`src/rtl/hilo_pkg.sv`:
```
package hilo_pkg;
  localparam logic [3:0] OP_MULS  = 4'd0;
  localparam logic [3:0] OP_MULU  = 4'd1;
  localparam logic [3:0] OP_MACS  = 4'd2;
  localparam logic [3:0] OP_MACU  = 4'd3;
  localparam logic [3:0] OP_MSBS  = 4'd4;
  localparam logic [3:0] OP_MSBU  = 4'd5;
  localparam logic [3:0] OP_DIVS  = 4'd6;
  localparam logic [3:0] OP_DIVU  = 4'd7;
  localparam logic [3:0] OP_SETHI = 4'd8;
  localparam logic [3:0] OP_SETLO = 4'd9;

  typedef enum logic [1:0] {
    ACC_NONE = 2'd0,
    ACC_ADD  = 2'd1,
    ACC_SUB  = 2'd2
  } acc_mode_e;
endpackage

```
`src/rtl/hilo_mult.sv`:
```
module hilo_mult
  import hilo_pkg::*;
#(
  parameter int W = 32
) (
  input  logic [W-1:0]   a,
  input  logic [W-1:0]   b,
  input  logic           sgn,
  input  acc_mode_e      mode,
  input  logic [2*W-1:0] acc,
  output logic [2*W-1:0] res
);
  localparam int XW = 2 * W;

  logic signed [W:0]    ax, bx;
  logic signed [XW+1:0] full;
  logic [XW-1:0]        prod;

  always_comb begin
    ax   = {sgn & a[W-1], a};
    bx   = {sgn & b[W-1], b};
    full = ax * bx;
    prod = full[XW-1:0];
    unique case (mode)
      ACC_ADD: res = acc + prod;
      ACC_SUB: res = acc - prod;
      default: res = prod;
    endcase
  end
endmodule

```
`src/rtl/hilo_divider.sv`:
```
module hilo_divider #(
  parameter int W = 32
) (
  input  logic         clk,
  input  logic         rst_n,
  input  logic         start,
  input  logic         sgn,
  input  logic [W-1:0] dvd,
  input  logic [W-1:0] dsr,
  output logic         busy,
  output logic         done,
  output logic [W-1:0] quo,
  output logic [W-1:0] rem
);
  localparam int CW = $clog2(W);
  localparam logic [CW-1:0] LAST = CW'(W - 1);

  logic          busy_q;
  logic [CW-1:0] cnt_q;
  logic [W-1:0]  q_q, r_q, d_q;
  logic          nq_q, nr_q;

  logic          a_neg, b_neg;
  logic [W-1:0]  a_mag, b_mag;
  logic [W:0]    shifted, diff;
  logic          take;
  logic [W-1:0]  r_next, q_next;

  always_comb begin
    a_neg   = sgn & dvd[W-1];
    b_neg   = sgn & dsr[W-1];
    a_mag   = a_neg ? (~dvd + 1'b1) : dvd;
    b_mag   = b_neg ? (~dsr + 1'b1) : dsr;
    shifted = {r_q, q_q[W-1]};
    diff    = shifted - {1'b0, d_q};
    take    = ~diff[W];
    r_next  = take ? diff[W-1:0] : shifted[W-1:0];
    q_next  = {q_q[W-2:0], take};
  end

  assign busy = busy_q;
  assign done = busy_q && (cnt_q == LAST);
  assign quo  = nq_q ? (~q_next + 1'b1) : q_next;
  assign rem  = nr_q ? (~r_next + 1'b1) : r_next;

  always_ff @(posedge clk) begin
    if (!rst_n) begin
      busy_q <= 1'b0;
      cnt_q  <= '0;
      q_q    <= '0;
      r_q    <= '0;
      d_q    <= '0;
      nq_q   <= 1'b0;
      nr_q   <= 1'b0;
    end else if (start) begin
      busy_q <= 1'b1;
      cnt_q  <= '0;
      q_q    <= a_mag;
      r_q    <= '0;
      d_q    <= b_mag;
      nq_q   <= a_neg ^ b_neg;
      nr_q   <= a_neg;
    end else if (busy_q) begin
      q_q   <= q_next;
      r_q   <= r_next;
      cnt_q <= cnt_q + 1'b1;
      if (done) busy_q <= 1'b0;
    end
  end
endmodule

```
`src/rtl/hilo_muldiv.sv`:
```
module hilo_muldiv
  import hilo_pkg::*;
#(
  parameter int W = 32
) (
  input  logic         clk,
  input  logic         rst_n,
  input  logic         cmd_valid,
  output logic         cmd_ready,
  input  logic [3:0]   cmd_op,
  input  logic [W-1:0] cmd_a,
  input  logic [W-1:0] cmd_b,
  output logic         busy,
  input  logic         rd_sel,
  output logic         rd_ready,
  output logic [W-1:0] rd_data
);
  logic [W-1:0]   hi_q, lo_q;
  logic           accept, is_mul, is_div, dz, div_start;
  acc_mode_e      mode;
  logic [2*W-1:0] mres;
  logic           dv_busy, dv_done;
  logic [W-1:0]   dv_quo, dv_rem;

  always_comb begin
    accept    = cmd_valid && cmd_ready;
    is_mul    = (cmd_op <= OP_MSBU);
    is_div    = (cmd_op == OP_DIVS) || (cmd_op == OP_DIVU);
    dz        = (cmd_b == '0);
    div_start = accept && is_div && !dz;
    unique case (cmd_op[2:1])
      2'd1:    mode = ACC_ADD;
      2'd2:    mode = ACC_SUB;
      default: mode = ACC_NONE;
    endcase
  end

  hilo_mult #(.W(W)) u_mult (
    .a    (cmd_a),
    .b    (cmd_b),
    .sgn  (~cmd_op[0]),
    .mode (mode),
    .acc  ({hi_q, lo_q}),
    .res  (mres)
  );

  hilo_divider #(.W(W)) u_div (
    .clk   (clk),
    .rst_n (rst_n),
    .start (div_start),
    .sgn   (~cmd_op[0]),
    .dvd   (cmd_a),
    .dsr   (cmd_b),
    .busy  (dv_busy),
    .done  (dv_done),
    .quo   (dv_quo),
    .rem   (dv_rem)
  );

  assign busy      = dv_busy;
  assign cmd_ready = ~dv_busy;
  assign rd_ready  = ~dv_busy;
  assign rd_data   = rd_sel ? hi_q : lo_q;

  always_ff @(posedge clk) begin
    if (!rst_n) begin
      hi_q <= '0;
      lo_q <= '0;
    end else if (dv_done) begin
      hi_q <= dv_rem;
      lo_q <= dv_quo;
    end else if (accept) begin
      if (is_mul) begin
        {hi_q, lo_q} <= mres;
      end else if (is_div && dz) begin
        hi_q <= '0;
        lo_q <= '0;
      end else if (cmd_op == OP_SETHI) begin
        hi_q <= cmd_a;
      end else if (cmd_op == OP_SETLO) begin
        lo_q <= cmd_a;
      end
    end
  end
endmodule

```
`config.mk`:
```
export PLATFORM = sky130hd
export DESIGN_NAME = hilo_muldiv
export DESIGN_NICKNAME = d
export VERILOG_FILES = /design/src/rtl/hilo_pkg.sv /design/src/rtl/hilo_mult.sv /design/src/rtl/hilo_divider.sv /design/src/rtl/hilo_muldiv.sv
export SDC_FILE = /design/constraint.sdc
export NUM_CORES = 2
export LEC_CHECK = 0
export BUFFER_PORTS_ARGS = -buffer_cell sky130_fd_sc_hd__buf_2
export CORE_UTILIZATION = 35
export DETAILED_ROUTE_END_ITERATION = 7
export PLACE_DENSITY_LB_ADDON = 0.1
export SETUP_SLACK_MARGIN = 0.5
export SLEW_MARGIN = 30
export SYNTH_ARGS = -nofsm -noshare
export SYNTH_HDL_FRONTEND = slang
export SYNTH_SLANG_ARGS = --single-unit
```
`constraint.sdc`:
```
create_clock -name clk -period 10.4 [get_ports clk]
set_input_delay 0.52 -clock clk [delete_from_list [all_inputs] [get_ports clk]]
set_output_delay 0.52 -clock clk [all_outputs]
set_load 0.03 [all_outputs]
```
==> results by group <==
Place
  – GPL Wtd Cong: 0.939
  – Worst slack, placed: -1230 ps
  – Dpl hpwl: 182 mm
  – Buffers on Ports: 106

STA
  – Final TNS setup: 0 ps
  – RSZ-0062 raised after global routing: true
  – Final worst setup slack: 3.99 ps
  – Slew headroom: 36.5%
  – Worst Tran Pin Value: 947 ps
  – Final hold violation count: 0
  – FMAX: 0.0962 GHz
  – Tmin final: between 10,000 and 15,000 ps
  – Hold slack: 466 ps
  – Final Setup Violations: 0
  – Max Slew Vio Count: 0
  – Clock Skews: between 20 and 25 ps
  – Final period util: 100%

Floorplan
  – Die area: 163,000 um2
  – Core Rows: 147
  – Starting density of the core: 35.3%
  – Die height: 404 um
  – Core Region: ~160,000 um2
  – Die X: 404 um
  – # IOs: roughly 110

Worst setup path
  – Most used cell, CP: fa_1
  – Arrival @ worst endpoint: 10,790 ps
  – Required time of the critical path: ~11,000 ps
  – Slowest-stage cell, CP: fa_1
  – CP Class: input pin to flip-flop
  – Crit Path Max Fanout: 12
  – Startpoint Class: input pin
  – Largest stage delay on the critical path: around 600 ps
  – Worst setup EP type: flip-flop

Global routing
  – Total track usage: 26.9%
  – First-pass GRT wire length: 331 mm
  – Vias in the first global route: between 50,000 and 60,000
  – GR Util met1: 36.2%
  – Total gr overflow: 0
  – Initial antenna violation count: 13
  – Met2 usage: a little under half
  – GR peak layer: met2
  – Met3 usage: under 10%
  – Pin count of the biggest net entering global routing: 77

Layout
  – Most common cell after layout, fill and taps aside: inv_1
  – Layout cells sized above 1: a little under a quarter
  – Commonest cells after routing, fill and taps aside: 1,128 x inv_1, 1,102 x fa_1, 962 x buf_4
  – Area Growth Syn to Fin: 25.0%
  – Layout Nets: 9,069

Synth
  – Mapped Avg Cell Area: 8.37 um2
  – Post-Syn Area: 56,600 um2
  – Cells after Synth: 6,761
  – Post-Syn Nets: roughly 8,300
  – FF+latch count, synth: 168
  – Yosys warns: 0
  – Register area share after synthesis: 5.94%
  – Post-synth top flop: dfxtp_1
  – Synth unique cells: 112
  – Number of synthesized flops with an enable pin: 0
  – Post-synth ARST share: 0%

Hold path
  – Tightest Hold Check Type: flip-flop to flip-flop

Routing
  – 1st-pass router iterations: 5
  – Final wirelength: 215 mm
  – Via density: 5.10
  – WL per Instance: 22.1 um
  – Drc violations: 0
  – Routed Antenna Nets: 0
  – Vias: 49,600
  – DRT iter0 DRCs: ~3,300

Clocking
  – CTS clk-pin slew, worst paths: 90 ps
  – CTS Buf Count: 17
  – CTS tree: built
  – Bufs on Longest Clock Path: 2
  – Root buf cell: clkbuf_16
  – H-tree Lvls: 4
  – CTS sink cnt: 168
  – Clock Latency Late Sink: 520 ps
  – # hold bufs at CTS: 0

Outcome
  – Status: complete, no violations

Job
  – Max-cap violations: 0
## registers in the layout, summed over array words and instances (netlist names)
signal / count
hi_q: 32
lo_q: 32
u_div.d_q: 32
u_div.q_q: 32
u_div.r_q: 32
u_div.cnt_q: 5
u_div.busy: 1
u_div.nq_q: 1
u_div.nr_q: 1
## what timing repair did
item	4_1_cts	5_1_grt
cloned	1	1
endpoints found under the setup margin	41	39
gates resized for setup	397	243
endpoints found under the hold margin	0	0
setup buffers	96	35
pin swaps	204	183
## per-layer routing
layer | up-vias | share of wire (%)
met5 | - | 0.0065
met4 | 2 | 3.8
met3 | 235 | 3.6
met2 | 1123 | 48
met1 | 25400 | 45
li1 | 22800 | -
## cells by family (layout without fill, tap and decap cells)
group | count (synthesis) | count (layout) | synth area share (%)
other cells | 0 | 3 | 0
fa+ha+maj | 1442 | 1442 | 46.8
mux | 84 | 84 | 1.57
compound gates | 1072 | 1072 | 12.7
xor+xnor | 327 | 327 | 5.06
flops | 168 | 168 | 5.94
simple gates | 2055 | 2055 | 17.1
buf+inv | 1613 | 2420 | 10.8
## cell type report
type / count / area (um2)
inverters: 1187 / 4460
well taps: 2160 / 2700
multi-input cells: 4980 / 49300
repair buffers: 1201 / 10300
clock inverters: 13 / 155
diodes: 3 / 7.51
fillers: 16200 / 89800
flip-flops and latches: 168 / 3370
clock buffers: 19 / 453
## cells in the mapped netlist, types with 61 or more instances
master    count  area share (%)
a221oi_1     61            0.94
nor2_1      370             2.5
a21o_1       93             1.2
buf_1        61            0.40
xnor2_1     196             3.0
nor3_1       65            0.57
xor2_1      131             2.0
ha_1        315             7.0
a211oi_1    110             1.5
o21ai_0     173             1.5
nand2_1     912             6.0
clkbuf_1    330             2.2
a21oi_1     303             2.7
fa_1       1127              40
dfxtp_1     168             5.9
and2_1      391             4.3
inv_1      1183             7.8
## critical path: cells and delay by family
family          cells  cell delay (ps)
compound gates     12             2040
fa+ha+maj          10             4710
buf+inv            13             1740
simple gates       10             1470
xor+xnor            2              260
## final timing paths
check	startpoint	endpoint	slack, ps	depth (start not counted)
hold reg to reg	u_div.d_q[0]$_SDFFE_PN0P_	u_div.d_q[0]$_SDFFE_PN0P_	470	2
setup / recovery	cmd_a[11]	hi_q[29]$_SDFFE_PN0P_	4	47
setup reg to reg	u_div.q_q[31]$_SDFFE_PN0P_	lo_q[30]$_SDFFE_PN0P_	4220	22
hold / removal	u_div.d_q[0]$_SDFFE_PN0P_	u_div.d_q[0]$_SDFFE_PN0P_	470	2
## through the flow
step	std cells	util, %	instance area [um2]
4_1_cts	9692	43.3	69500
5_1_grt	9730	44.1	70800
3_5_place_dp	9563	41.3	66400
6_report	9731	44.1	70800
3_3_place_gp	9563	41.3	66400
2_1_floorplan	6761	-	57500
Power is left out: the tool's default activity adds up to more than one toggle a clock period on the data nets, which glitch-free logic cannot reach.
